===== config.mk =====
export PLATFORM = sky130hd
export DESIGN_NAME = tmr_chan_bank
export DESIGN_NICKNAME = d
export VERILOG_FILES = /design/src/rtl/tmr_chan_pkg.sv /design/src/rtl/tmr_cmp_chan.sv /design/src/rtl/tmr_cap_chan.sv /design/src/rtl/tmr_flag_bank.sv /design/src/rtl/tmr_chan_bank.sv
export SDC_FILE = /design/constraint.sdc
export NUM_CORES = 1
export LEC_CHECK = 0
export CAP_MARGIN = 30
export CORE_MARGIN = 3
export CORE_UTILIZATION = 45
export CTS_CLUSTER_DIAMETER = 60
export DETAILED_ROUTE_END_ITERATION = 8
export GPL_ROUTABILITY_DRIVEN = 0
export PLACE_DENSITY = 0.63
export SLEW_MARGIN = 15
export SYNTH_ARGS = -nofsm -noshare
export SYNTH_HDL_FRONTEND = slang
export SYNTH_HIERARCHICAL = 1
export SYNTH_SLANG_ARGS = --single-unit

===== constraint.sdc =====
create_clock -name clk -period 4.3 [get_ports clk]
set_input_delay 0.645 -clock clk [delete_from_list [all_inputs] [get_ports clk]]
set_output_delay 0.645 -clock clk [all_outputs]
set_load 0.02 [all_outputs]

===== src/rtl/tmr_chan_pkg.sv =====
// Shared types and constants for the timer channel bank.
// Assumes: flag/mask vectors fit in one data word (N_CH <= CNT_W).
package tmr_chan_pkg;
    // Two-bit edge selector of a capture channel.
    typedef enum logic [1:0] {
        EDGE_OFF  = 2'b00,
        EDGE_RISE = 2'b01,
        EDGE_FALL = 2'b10,
        EDGE_BOTH = 2'b11
    } edge_mode_e;

    localparam int EDGE_W = 2;
endpackage


===== src/rtl/tmr_cmp_chan.sv =====
// One compare channel: holds a match value and pulses hit_o for a cycle
// in which the shared count equals it. An equality already present on the
// cycle the value is written is treated as seen and does not pulse.
// Assumes: cnt_i is synchronous to clk.
module tmr_cmp_chan #(
    parameter int CNT_W = 16
) (
    input  logic             clk,
    input  logic             rst_n,
    input  logic [CNT_W-1:0] cnt_i,
    input  logic             wr_i,
    input  logic [CNT_W-1:0] wr_val_i,
    output logic [CNT_W-1:0] val_o,
    output logic             hit_o
);
    logic [CNT_W-1:0] val_q;
    logic             seen_q;
    logic             match;

    assign match = (val_q == cnt_i);

    // Match value register; resets to all ones.
    always_ff @(posedge clk) begin
        if (!rst_n) begin
            val_q <= '1;
        end else if (wr_i) begin
            val_q <= wr_val_i;
        end
    end

    // Remembers an equality already reported or present at write time.
    always_ff @(posedge clk) begin
        if (!rst_n) begin
            seen_q <= 1'b1;
        end else if (wr_i) begin
            seen_q <= (wr_val_i == cnt_i);
        end else begin
            seen_q <= match;
        end
    end

    assign hit_o = match && !seen_q;
    assign val_o = val_q;


    wr_equal_no_hit_chk: assert property (@(posedge clk) disable iff (!rst_n)
        (wr_i && wr_val_i == cnt_i) |=> !hit_o);


    hit_is_equal_chk: assert property (@(posedge clk) disable iff (!rst_n)
        hit_o |-> (val_o == cnt_i));
endmodule


===== src/rtl/tmr_cap_chan.sv =====
// One capture channel: synchronises its pin, detects the edge chosen by
// mode_i and, on that edge, latches the shared count and pulses hit_o.
// Assumes: pin is low during reset; SYNC_STAGES >= 2.
module tmr_cap_chan
    import tmr_chan_pkg::*;
#(
    parameter int CNT_W       = 16,
    parameter int SYNC_STAGES = 2
) (
    input  logic             clk,
    input  logic             rst_n,
    input  logic             pin_i,
    input  edge_mode_e       mode_i,
    input  logic [CNT_W-1:0] cnt_i,
    output logic [CNT_W-1:0] val_o,
    output logic             hit_o
);
    logic [SYNC_STAGES-1:0] sync_q;
    logic                   prev_q;
    logic                   lvl;
    logic                   rise;
    logic                   fall;
    logic [CNT_W-1:0]       val_q;

    // Multi-flop synchroniser for the asynchronous pin.
    always_ff @(posedge clk) begin
        if (!rst_n) begin
            sync_q <= '0;
        end else begin
            sync_q <= {sync_q[SYNC_STAGES-2:0], pin_i};
        end
    end

    assign lvl = sync_q[SYNC_STAGES-1];

    // Previous synchronised level for edge detection.
    always_ff @(posedge clk) begin
        if (!rst_n) begin
            prev_q <= 1'b0;
        end else begin
            prev_q <= lvl;
        end
    end

    assign rise = lvl && !prev_q;
    assign fall = !lvl && prev_q;

    // Edge qualification by the channel's selector.
    always_comb begin
        unique case (mode_i)
            EDGE_RISE: hit_o = rise;
            EDGE_FALL: hit_o = fall;
            EDGE_BOTH: hit_o = rise || fall;
            default:   hit_o = 1'b0;
        endcase
    end

    // Capture latch loaded on a qualified edge.
    always_ff @(posedge clk) begin
        if (!rst_n) begin
            val_q <= '0;
        end else if (hit_o) begin
            val_q <= cnt_i;
        end
    end

    assign val_o = val_q;


    latch_takes_count_chk: assert property (@(posedge clk) disable iff (!rst_n)
        hit_o |=> (val_o == $past(cnt_i)));


    off_holds_latch_chk: assert property (@(posedge clk) disable iff (!rst_n)
        (mode_i == EDGE_OFF) |=> $stable(val_o));


    fall_only_chk: assert property (@(posedge clk) disable iff (!rst_n)
        (mode_i == EDGE_FALL && hit_o) |-> !lvl);
endmodule


===== src/rtl/tmr_flag_bank.sv =====
// Packed event flags with write-one-to-clear, the matching enable mask and
// the combined interrupt. A set event wins over a clear in the same cycle.
// Assumes: set_i pulses and clr_i are single-cycle, synchronous to clk.
module tmr_flag_bank #(
    parameter int N_CH = 8
) (
    input  logic            clk,
    input  logic            rst_n,
    input  logic [N_CH-1:0] set_i,
    input  logic [N_CH-1:0] clr_i,
    input  logic            mask_wr_i,
    input  logic [N_CH-1:0] mask_val_i,
    output logic [N_CH-1:0] flags_o,
    output logic [N_CH-1:0] mask_o,
    output logic            irq_o
);
    logic [N_CH-1:0] flags_q;
    logic [N_CH-1:0] mask_q;

    // Flag state: set by events, cleared by one bits of a flag write.
    always_ff @(posedge clk) begin
        if (!rst_n) begin
            flags_q <= '0;
        end else begin
            flags_q <= (flags_q & ~clr_i) | set_i;
        end
    end

    // Enable mask register.
    always_ff @(posedge clk) begin
        if (!rst_n) begin
            mask_q <= '0;
        end else if (mask_wr_i) begin
            mask_q <= mask_val_i;
        end
    end

    assign flags_o = flags_q;
    assign mask_o  = mask_q;
    assign irq_o   = |(flags_q & mask_q);

    for (genvar k = 0; k < N_CH; k++) begin : g_flag_chk

        fall_needs_clear_chk: assert property (@(posedge clk) disable iff (!rst_n)
            $fell(flags_q[k]) |-> $past(clr_i[k]));


        set_lands_chk: assert property (@(posedge clk) disable iff (!rst_n)
            set_i[k] |=> flags_q[k]);
    end


    no_mask_no_irq_chk: assert property (@(posedge clk) disable iff (!rst_n)
        (mask_q == '0) |-> !irq_o);
endmodule


===== src/rtl/tmr_chan_bank.sv =====
// Bank of compare and capture channels sharing one free-running count,
// with a packed flag/mask pair, an edge-code register and one interrupt.
// Register map: compare values, capture latches, flags, mask, edge codes.
// Assumes: N_OC + N_IC <= CNT_W; address space holds every register.
module tmr_chan_bank
    import tmr_chan_pkg::*;
#(
    parameter int CNT_W       = 16,
    parameter int N_OC        = 5,
    parameter int N_IC        = 3,
    parameter int SYNC_STAGES = 2,
    parameter int AW          = 4
) (
    input  logic             clk,
    input  logic             rst_n,
    input  logic [CNT_W-1:0] cnt_i,
    input  logic [N_IC-1:0]  cap_pin_i,
    input  logic             wr_en_i,
    input  logic [AW-1:0]    wr_addr_i,
    input  logic [CNT_W-1:0] wr_data_i,
    input  logic [AW-1:0]    rd_addr_i,
    output logic [CNT_W-1:0] rd_data_o,
    output logic             irq_o
);
    localparam int N_CH      = N_OC + N_IC;
    localparam int OC_BASE   = 0;
    localparam int IC_BASE   = OC_BASE + N_OC;
    localparam int FLAG_ADDR = IC_BASE + N_IC;
    localparam int MASK_ADDR = FLAG_ADDR + 1;
    localparam int EDGE_ADDR = FLAG_ADDR + 2;
    localparam int EDGE_BITS = EDGE_W * N_IC;

    logic [CNT_W-1:0]     oc_val [N_OC];
    logic [CNT_W-1:0]     ic_val [N_IC];
    logic [N_CH-1:0]      set_vec;
    logic [N_CH-1:0]      clr_vec;
    logic [N_CH-1:0]      flags;
    logic [N_CH-1:0]      mask;
    logic [EDGE_BITS-1:0] edge_q;
    logic                 flag_wr;
    logic                 mask_wr;
    logic                 edge_wr;

    assign flag_wr = wr_en_i && (wr_addr_i == AW'(FLAG_ADDR));
    assign mask_wr = wr_en_i && (wr_addr_i == AW'(MASK_ADDR));
    assign edge_wr = wr_en_i && (wr_addr_i == AW'(EDGE_ADDR));
    assign clr_vec = flag_wr ? wr_data_i[N_CH-1:0] : '0;

    // Edge-code register, one two-bit field per capture channel.
    always_ff @(posedge clk) begin
        if (!rst_n) begin
            edge_q <= '0;
        end else if (edge_wr) begin
            edge_q <= wr_data_i[EDGE_BITS-1:0];
        end
    end

    for (genvar i = 0; i < N_OC; i++) begin : g_oc
        logic hit;
        tmr_cmp_chan #(.CNT_W(CNT_W)) u_cmp (
            .clk      (clk),
            .rst_n    (rst_n),
            .cnt_i    (cnt_i),
            .wr_i     (wr_en_i && (wr_addr_i == AW'(OC_BASE + i))),
            .wr_val_i (wr_data_i),
            .val_o    (oc_val[i]),
            .hit_o    (hit)
        );
        assign set_vec[N_CH-1-i] = hit;
    end

    for (genvar j = 0; j < N_IC; j++) begin : g_ic
        logic       hit;
        edge_mode_e mode;
        assign mode = edge_mode_e'(edge_q[EDGE_W*(N_IC-1-j) +: EDGE_W]);
        tmr_cap_chan #(.CNT_W(CNT_W), .SYNC_STAGES(SYNC_STAGES)) u_cap (
            .clk    (clk),
            .rst_n  (rst_n),
            .pin_i  (cap_pin_i[j]),
            .mode_i (mode),
            .cnt_i  (cnt_i),
            .val_o  (ic_val[j]),
            .hit_o  (hit)
        );
        assign set_vec[N_IC-1-j] = hit;
    end

    tmr_flag_bank #(.N_CH(N_CH)) u_flags (
        .clk        (clk),
        .rst_n      (rst_n),
        .set_i      (set_vec),
        .clr_i      (clr_vec),
        .mask_wr_i  (mask_wr),
        .mask_val_i (wr_data_i[N_CH-1:0]),
        .flags_o    (flags),
        .mask_o     (mask),
        .irq_o      (irq_o)
    );

    // Combinational read multiplexer over the register map.
    always_comb begin
        rd_data_o = '0;
        for (int i = 0; i < N_OC; i++) begin
            if (rd_addr_i == AW'(OC_BASE + i)) rd_data_o = oc_val[i];
        end
        for (int j = 0; j < N_IC; j++) begin
            if (rd_addr_i == AW'(IC_BASE + j)) rd_data_o = ic_val[j];
        end
        if (rd_addr_i == AW'(FLAG_ADDR)) rd_data_o = CNT_W'(flags);
        if (rd_addr_i == AW'(MASK_ADDR)) rd_data_o = CNT_W'(mask);
        if (rd_addr_i == AW'(EDGE_ADDR)) rd_data_o = CNT_W'(edge_q);
    end


    cap_write_ignored_chk: assert property (@(posedge clk) disable iff (!rst_n)
        (wr_en_i && wr_addr_i == AW'(IC_BASE) && set_vec[N_IC-1] == 1'b0)
        |=> $stable(ic_val[0]));


    reset_irq_low_chk: assert property (@(posedge clk)
        $past(!rst_n) |-> !irq_o);
endmodule


==> qor.yml, run 1 <==
run_status:
  run_status: "finished clean"
routing:
  drt-total-wl_mm: 32.8
  wl_per_cell_um: 22.2
  drc: 0
  drtPass1Iterations: 5
  routed-via-count: 8661
  viasPerCell: 5.87
  ant_nets: 0
  drt_iter0_markers: 750
synthesis:
  syn-num-nets: 1190
  yosysWarnings: 6
  yosys-top-cells-area: "dfxtp_1 (32%), mux2i_1 (13%), xnor2_1 (6.7%)"
  seq_area_frac_synth_pct: 31.6
  netlist_instances: 1138
  ys_async_sr_fraction_pct: 0
  ys_ff_latch: 164
  synth_top_cell_area_share_pct: 31.6
  yosys.area.top_type: "dfxtp_1"
  syn_area_per_cell_um2: 9.13
  synth_edf_count: 0
  synthTopCellsByCount: "dfxtp_1 (164), nand2_1 (150), mux2i_1 (131), xnor2_1 (80), xor2_1 (80)"
  synth_cell_type_count: 58
  ys.flop_type: "dfxtp_1"
  syn-cell-area_mm2: 0.0104
  synth.most_common_cell: "dfxtp_1"
clock_tree:
  clockBufferDepth: 2
  clock_latency_ns: 0.43
  cts-resized-gates: 0
  cts_sinks: 164
  cts_tree: "done"
  ctsHoldBuffers: 0
  path_clk_slew_ns: 0.07
  cts_root_buffer: "clkbuf_16"
  cts_made_buffers: 17
  cts_post_setup_buffers_inserted: 0
  h-tree-depth: 4
global_route:
  grt_pass1_vias: 8377
  antenna_found_initial: 0
  grt_max_degree: 73
  grt-ovfl-total: 0
  globalRouteTotalUtil_pct: 26.4
  grt_pass1_wl_mm: 50.0
power:
  pwr-share-comb_pct: 15.5
  ir_drop_mv: 0.247
  intPower_mw: 2.64
  seqPwrFrac_pct: 42.2
  p_clk_share_pct: 42.4
  netSwitchingFraction_pct: 28.3
  netSwitchingPower_mw: 1.04
  leakage_nw: 3.90
  total_power_mw: 3.68
  p_per_area_mw_per_mm2: 312
setup_path:
  startpoint_type: "input pin"
  setup.worst_path.class: "input pin to output port"
  crit_slowest_cell: "clkdlybuf4s50_1"
  end_kind: "output port"
  crit_family: "buffers and inverters"
  max_stage_delay_ns: 0.72
  worstPathMaxFanout: 10
  rrSetupSlack_ns: 2.42
  cpMostUsedCell: "clkdlybuf4s50_1"
  cp_cell_sequence: "clkdlybuf4s50_1 > buf_4 > nor3_4 > a22oi_1 > a221oi_1 > clkdlybuf4s50_1"
  required_ns: 3.65
  arrival_ns: 3.26
  critPathBufInv: 3
  reg2reg_from: "g_ic[0].u_cap/sync_q[1]$_SDFF_PN0_"
  cp-startpoint: "rd_addr_i[2]"
timing:
  fin_crit_sh_pct: 90.8
  worst_pin_slew_ns: 0.989
  hold_violations: 0
  fin_tns_setup_ns: 0
  timing.hold.ws_ns: 0.434
  setup_violations: 0
  max_slew_margin_pct: 33.9
  maxSlewViolCount: 0
  grt_setup_unrepaired: "no"
  setup_ws_ns: 0.396
  min_period_ns: 3.90
  fmax_mhz: 256
  skew_ns: 0.0120
placement:
  io_buffer_count: 62
  dp.cells: 1444
  dp_slack_ns: 0.435
  dp_hpwl_mm: 23.3
  place_area_mm2: 0.0112
final_layout:
  fin_nets: 1235
  diodes: 0
  fin_area_mm2: 0.0118
  layout-drive-gt1-share_pct: 12.4
  stdcell_count: 1476
  fin_util_pct: 53.1
  syn_to_final_growth_pct: 13.6
worst_hold_path:
  worstHoldStart: "g_ic[2].u_cap/sync_q[0]$_SDFF_PN0_"
  worstHoldPathType: "flip-flop to flip-flop"
job:
  drv_cap: 0
floorplan:
  ios: 63
  core_mm2: 0.0222
  die_h_um: 158
  initial_core_util_pct: 46.7
  die_w_um: 158
  rows: 54
  die_area_mm2: 0.0250
## worst register-to-register path: stages, from the launching register on
cell and delay, ns:
dfxtp_1 0.38, inv_1 0.06, ha_1 0.33, nor2b_4 0.41
o32a_4 0.43, o211ai_1 0.13
## cell families (layout without fill, tap and decap cells)
logic type               after synthesis  in the layout  synth area share [%]
multiplexers                         135            135                  13.3
flip-flops                           164            164                  31.6
adder cells (fa/ha/maj)                6              6                 0.722
XOR/XNOR                             160            160                  13.5
AO/OA/AOI/OAI                        204            204                  16.4
AND/OR/NAND/NOR                      341            341                  18.4
buffers and inverters                128            186                  6.21
## flip-flops by register name, summed over array words and instances (netlist names)
register / cells
edge_q: 6
g_ic.u_cap/prev_q: 3
g_ic.u_cap/sync_q: 6
g_ic.u_cap/val_o: 48
g_oc.u_cmp/seen_q: 5
g_oc.u_cmp/val_o: 80
u_flags/flags_o: 8
u_flags/mask_o: 8
## power groups by stage
stage / registers (mW) / logic [mW] / clock network (mW)
2_1_floorplan: 1.58 / 0.317 / 0
3_3_place_gp: 1.59 / 0.554 / 0
3_5_place_dp: 1.59 / 0.563 / 0
4_1_cts: 1.55 / 0.565 / 1.59
5_1_grt: 1.55 / 0.606 / 1.65
6_report: 1.55 / 0.570 / 1.56
## path summary, 6_finish.rpt
check / cells past startpoint / end
setup / recovery: 6 / rd_data_o[8]
hold reg to reg: 1 / g_ic[2].u_cap/sync_q[1]$_SDFF_PN0_
hold / removal: 1 / g_ic[2].u_cap/sync_q[1]$_SDFF_PN0_
setup reg to reg: 5 / g_ic[0].u_cap/val_o[9]$_SDFFE_PN0P_
## layout by cell type, fill, tap and decap left out, types with 4 or more instances in the layout
| cell type | synthesis | routed |
|---|---|---|
| and3_1 | 7 | 7 |
| nand2b_1 | 13 | 13 |
| o221ai_2 | 4 | 4 |
| clkdlybuf4s50_1 | 0 | 59 |
| mux2i_1 | 131 | 131 |
| nand3_1 | 11 | 11 |
| nor4_2 | 20 | 20 |
| nand4_1 | 21 | 21 |
| and2_1 | 32 | 32 |
| nor2_1 | 21 | 19 |
| inv_6 | 0 | 8 |
| a21oi_1 | 11 | 11 |
| buf_4 | 9 | 33 |
| nor4_1 | 7 | 7 |
| a211oi_1 | 8 | 8 |
| nor3b_1 | 5 | 5 |
| a22oi_1 | 14 | 14 |
| nor3_1 | 9 | 7 |
| o211ai_1 | 66 | 66 |
| xor2_1 | 80 | 80 |
| inv_1 | 57 | 57 |
| nand2_1 | 150 | 150 |
| o211ai_2 | 35 | 35 |
| o21ai_0 | 21 | 21 |
| o21ai_1 | 7 | 7 |
| clkbuf_16 | 0 | 17 |
| o21a_1 | 12 | 12 |
| ha_1 | 6 | 6 |
| dfxtp_1 | 164 | 164 |
| a221oi_1 | 6 | 6 |
| xnor2_1 | 80 | 80 |
| nor2b_1 | 26 | 26 |
| o2bb2ai_1 | 5 | 5 |
## metal layers
metal / wire [µm] / share of wire [%] / up-vias / global-route usage (%)
li1: - / - / 4095 / -
met1: 14700 / 45 / 4187 / 36.2
met2: 14800 / 45 / 310 / 41.3
met3: 2020 / 6.2 / 69 / 5.25
met4: 1210 / 3.7 / 0 / 10.0
met5: 0 / 0 / - / 0
## cell type report
type | instances | area, µm²
clock inverters | 14 | 164
fillers | 2075 | 10400
multi-input cells | 846 | 6480
clock buffers | 18 | 429
repair buffers | 96 | 883
inverters | 58 | 218
flip-flops and latches | 164 | 3280
well taps | 280 | 350
Power figures use the tool's default switching activity.
==> run 2: changes to the inputs <==
==> constraint.sdc (replaced) <==
create_clock -name clk -period 3.64 [get_ports clk]
set_input_delay 0.546 -clock clk [delete_from_list [all_inputs] [get_ports clk]]
set_output_delay 0.546 -clock clk [all_outputs]
set_load 0.01 [all_outputs]
==> run 2 against run 1 <==
Core utilization rose by 0.68 points; power rose by 17%; sequential cell count did not move; critical path depth rose by 1; non-clock buffer count rose by 23; worst hold slack got worse by 0.0015 ns; worst setup slack got worse by 0.26 ns; wire length fell by 0.74%; clock power rose by 14%; global-route usage fell by 0.085 points; sequential share of layout area fell by 0.35 points; sequential power rose by 19%; critical path type unchanged; critical endpoint is now rd_data_o[13]; largest power group is now registers; highest routed layer unchanged.
==> qor.yml, run 2 (same netlist as run 1, synthesis figures left out) <==
run_status:
  run_status: "finished clean"
setup_path:
  r2r-end: "g_ic[1].u_cap/val_o[11]$_SDFFE_PN0P_"
  max_stage_delay_ns: 0.66
  cp_cell_sequence: "clkdlybuf4s50_1 > buf_4 > a31oi_1 > o21ai_1 > a21oi_1 > nor4_1 > clkdlybuf4s50_1"
  cpMostUsedCell: "clkdlybuf4s50_1"
  rrSetupSlack_ns: 1.75
  cp-endpoint: "rd_data_o[13]"
  ff2ff_path_depth: 5
  end_kind: "output port"
  arrival_ns: 2.95
  cp-startpoint: "rd_addr_i[2]"
  setup.worst_path.class: "input pin to output port"
  startpoint_type: "input pin"
  required_ns: 3.09
  crit_slowest_cell: "clkdlybuf4s50_1"
  reg2reg_from: "g_ic[1].u_cap/sync_q[1]$_SDFF_PN0_"
  worstPathMaxFanout: 14
final_layout:
  diodes: 0
  regArea_mm2: 0.00328
  layout-drive-gt1-share_pct: 13.9
  syn_to_final_growth_pct: 15.1
  multi_input_area_mm2: 0.00648
  fin_nets: 1258
  largest_register_ffs: 80
  fillCellCount: 2056
  fin_util_pct: 53.8
  layout_commonest_cell: "dfxtp_1"
  fin_area_mm2: 0.0120
  stdcell_count: 1499
  layout_common_cells: "dfxtp_1 (164), nand2_1 (150), mux2i_1 (131)"
global_route:
  grt-ovfl-total: 0
  antenna_found_initial: 0
  grt_pass1_wl_mm: 49.8
  grt_max_degree: 67
  globalRouteTotalUtil_pct: 26.3
  grt_pass1_vias: 8322
routing:
  drt-total-wl_mm: 32.5
  routed-via-count: 8830
  drt_iter0_markers: 762
  drc: 0
  wl_per_cell_um: 21.7
  viasPerCell: 5.89
  drtPass1Iterations: 7
  ant_nets: 0
floorplan:
  initial_core_util_pct: 46.7
  die_h_um: 158
  core_mm2: 0.0222
  ios: 63
  rows: 54
  die_area_mm2: 0.0250
  die_w_um: 158
clock_tree:
  cts-resized-gates: 0
  cts_tree: "done"
  clockBufferDepth: 2
  cts_root_buffer: "clkbuf_16"
  ctsHoldBuffers: 0
  path_clk_slew_ns: 0.06
  h-tree-depth: 4
  cts_post_setup_buffers_inserted: 0
  cts_sinks: 164
  clock_latency_ns: 0.44
  cts_made_buffers: 17
timing:
  fin_crit_sh_pct: 96.2
  setup_ws_ns: 0.139
  hold_violations: 0
  fin_tns_setup_ns: 0
  worst_pin_slew_ns: 0.943
  grt_setup_unrepaired: "no"
  min_period_ns: 3.50
  maxSlewViolCount: 0
  fmax_mhz: 286
  setup_violations: 0
  skew_ns: 0.0138
  max_slew_margin_pct: 37.0
power:
  p_per_area_mw_per_mm2: 359
  leakage_nw: 4.00
  ir_drop_mv: 0.227
placement:
  place_area_mm2: 0.0114
  dp_hpwl_mm: 23.3
  dp.cells: 1467
  io_buffer_count: 62
  dp_slack_ns: 0.179
job:
  drv_cap: 0
worst_hold_path:
  worstHoldPathType: "flip-flop to flip-flop"
-- run 2: routing by layer --
layer	routed length, µm	vias to the layer above	global-route usage [%]
li1	-	4139	-
met5	0	-	0
met3	1840	50	3.80
met4	861	0	8.64
met2	14900	322	41.5
met1	15000	4319	37.2
-- run 2: worst min path at each step --
stage	cells after the start	to	from	slack, ns
after global placement	1	g_ic[2].u_cap/sync_q[1]$_SDFF_PN0_	g_ic[2].u_cap/sync_q[0]$_SDFF_PN0_	0.42
after CTS	1	g_ic[1].u_cap/sync_q[1]$_SDFF_PN0_	g_ic[1].u_cap/sync_q[0]$_SDFF_PN0_	0.43
after detailed placement	1	g_ic[1].u_cap/sync_q[1]$_SDFF_PN0_	g_ic[1].u_cap/sync_q[0]$_SDFF_PN0_	0.42
final	1	g_ic[1].u_cap/sync_q[1]$_SDFF_PN0_	g_ic[1].u_cap/sync_q[0]$_SDFF_PN0_	0.43
after global routing	1	g_ic[1].u_cap/sync_q[1]$_SDFF_PN0_	g_ic[1].u_cap/sync_q[0]$_SDFF_PN0_	0.45
after floorplan	1	g_ic[0].u_cap/sync_q[1]$_SDFF_PN0_	g_ic[0].u_cap/sync_q[0]$_SDFF_PN0_	0.41
-- run 2: layout make-up --
type | count | share of cell area [%]
clock buffer | 21 | 3.77
clock inverter | 11 | 1.07
inverter | 58 | 1.82
multi-input combinational | 846 | 54.2
sequential | 164 | 27.5
tap | 280 | 2.93
timing repair buffer | 119 | 8.77
-- run 2: where the power goes --
part	internal, mW	total [mW]	switching, mW
Sequential	1.82	1.84	0.0194
Combinational	0.286	0.677	0.391
Clock	1.03	1.78	0.748
Total	3.14	4.29	1.16
-- run 2: through the flow --
stage          total power [mW]  hold WS, ns
4_1_cts                    4.32        0.433
5_1_grt                    4.45        0.455
6_report                   4.29        0.432
2_1_floorplan              2.23        0.412
3_3_place_gp               2.54        0.416
3_5_place_dp               2.54        0.418
-- run 2: critical path, delay by kind of cell --
kind                   cells  cell delay [ns]
buffers and inverters      3             1.57
AOI/OAI and AO/OA          3             0.24
and+or+nand+nor            1             0.59
==> run 3: changes to the inputs <==
--- a/config.mk
+++ b/config.mk
@@ -7,11 +7,11 @@
 export LEC_CHECK = 0
 export CAP_MARGIN = 30
 export CORE_MARGIN = 3
-export CORE_UTILIZATION = 45
+export CORE_UTILIZATION = 33
 export CTS_CLUSTER_DIAMETER = 60
 export DETAILED_ROUTE_END_ITERATION = 8
 export GPL_ROUTABILITY_DRIVEN = 0
-export PLACE_DENSITY = 0.63
+export PLACE_DENSITY = 0.49
 export SLEW_MARGIN = 15
 export SYNTH_ARGS = -nofsm -noshare
 export SYNTH_HDL_FRONTEND = slang
==> run 3 against run 2 <==
Worst hold slack gained 0.0023 ns; highest routed layer unchanged; clock power grew 2%; fmax down 2.3%; non-clock buffer count rose by 2; sequential share of layout area shrank 0.44 points; critical path depth decreased by 1; cell count rose by 7.9%; clock skew decreased by 0.0047 ns; first-iteration DRC count down 20%; sequential power about the same; clock-buffer cell count shrank 4.
==> qor.yml, run 3 (same netlist as run 1, synthesis figures left out) <==
run_status:
  run_status: "finished clean"
final_layout:
  layout-drive-gt1-share_pct: 14.3
  fin_nets: 1260
  layout_commonest_cell: "dfxtp_1"
  largest_register_ffs: 80
  fin_util_pct: 39.4
  fillCellCount: 3094
  syn_to_final_growth_pct: 16.9
  stdcell_count: 1617
  regArea_mm2: 0.00328
  diodes: 0
  layout_common_cells: "dfxtp_1 (164), nand2_1 (150), mux2i_1 (131)"
  multi_input_area_mm2: 0.00648
clock_tree:
  cts_post_setup_buffers_inserted: 0
  h-tree-depth: 4
  clockBufferDepth: 2
  ctsHoldBuffers: 0
  cts_root_buffer: "clkbuf_16"
  clock_latency_ns: 0.43
  cts-resized-gates: 0
  cts_tree: "done"
  path_clk_slew_ns: 0.07
  cts_made_buffers: 17
  cts_sinks: 164
timing:
  skew_ns: 0.00909
  grt_setup_unrepaired: "no"
  timing.hold.ws_ns: 0.434
  fin_crit_sh_pct: 98.4
  maxSlewViolCount: 0
  min_period_ns: 3.58
  fin_tns_setup_ns: 0
  max_slew_margin_pct: 39.0
  hold_violations: 0
  setup_violations: 0
  fmax_mhz: 279
  worst_pin_slew_ns: 0.912
power:
  leakage_nw: 4.01
  ir_drop_mv: 0.323
  p_per_area_mw_per_mm2: 358
placement:
  dp.cells: 1585
  io_buffer_count: 62
  dp_hpwl_mm: 25.5
setup_path:
  ff2ff_path_depth: 5
  end_kind: "output port"
  required_ns: 3.09
  cp-startpoint: "rd_addr_i[2]"
  startpoint_type: "input pin"
  reg2reg_from: "g_ic[2].u_cap/sync_q[1]$_SDFF_PN0_"
  worstPathMaxFanout: 12
  arrival_ns: 3.04
  setup.worst_path.class: "input pin to output port"
routing:
  viasPerCell: 5.29
  ant_nets: 0
  drc: 0
  drt-total-wl_mm: 35.0
  drtPass1Iterations: 5
  wl_per_cell_um: 21.6
  routed-via-count: 8556
  drt_iter0_markers: 610
floorplan:
  die_h_um: 183
  die_area_mm2: 0.0337
  initial_core_util_pct: 33.7
  ios: 63
  rows: 64
  die_w_um: 183
  core_mm2: 0.0308
global_route:
  use_met3_pct: 2.53
  grt-ovfl-total: 0
  grt_max_degree: 110
  antenna_found_initial: 0
  groute.layer.met2.usage_pct: 33.6
  grt_pass1_vias: 8366
  busiest_layer: "met2"
  grt_pass1_wl_mm: 53.5
  grt_use_met1_pct: 30.2
  globalRouteTotalUtil_pct: 20.8
worst_hold_path:
  worstHoldPathType: "flip-flop to flip-flop"
  holdPathStages: 1
  worstHoldStart: "g_ic[2].u_cap/sync_q[0]$_SDFF_PN0_"
job:
  drv_cap: 0
==> run 3: critical path: stages <==
cell	delay, ns
clkdlybuf4s50_1	0.59
buf_4	0.24
nor2_1	0.09
a2111oi_0	0.78
a222oi_1	0.25
clkdlybuf4s50_1	0.53
==> run 3: worst paths after layout <==
check	to	slack [ns]
setup / recovery	rd_data_o[6]	0.06
hold / removal	g_ic[2].u_cap/sync_q[1]$_SDFF_PN0_	0.43
setup reg to reg	g_ic[2].u_cap/val_o[8]$_SDFFE_PN0P_	1.73
hold reg to reg	g_ic[2].u_cap/sync_q[1]$_SDFF_PN0_	0.43
==> run 3: final cells by class <==
| class | instances | area share (%) |
|---|---|---|
| clock buffers | 17 | 3.50 |
| repair buffers | 121 | 8.98 |
| flip-flops and latches | 164 | 27.0 |
| inverters | 58 | 1.79 |
| multi-input cells | 846 | 53.3 |
| clock inverters | 15 | 1.31 |
| well taps | 396 | 4.08 |
==> run 3: stage by stage <==
stage,worst slack [ns],total power [mW],area [µm²]
5_1_grt,0.0693,4.52,12100
3_3_place_gp,0.161,2.56,11600
4_1_cts,0.169,4.38,12100
6_report,0.0576,4.35,12100
2_1_floorplan,1.44,2.23,10400
3_5_place_dp,0.177,2.56,11600
==> run 3: power by group <==
| group | internal, mW | switching (mW) | leakage [nW] |
|---|---|---|---|
| clock network | 0.975 | 0.847 | 0.280 |
| logic | 0.292 | 0.399 | 2.40 |
| registers | 1.81 | 0.0193 | 1.33 |
==> run 3: per-layer routing <==
layer / share of wire [%] / vias to the layer above
met5: 0 / -
met4: 1.2 / 0
met3: 3.7 / 25
met2: 47 / 174
met1: 49 / 4219
li1: - / 4138
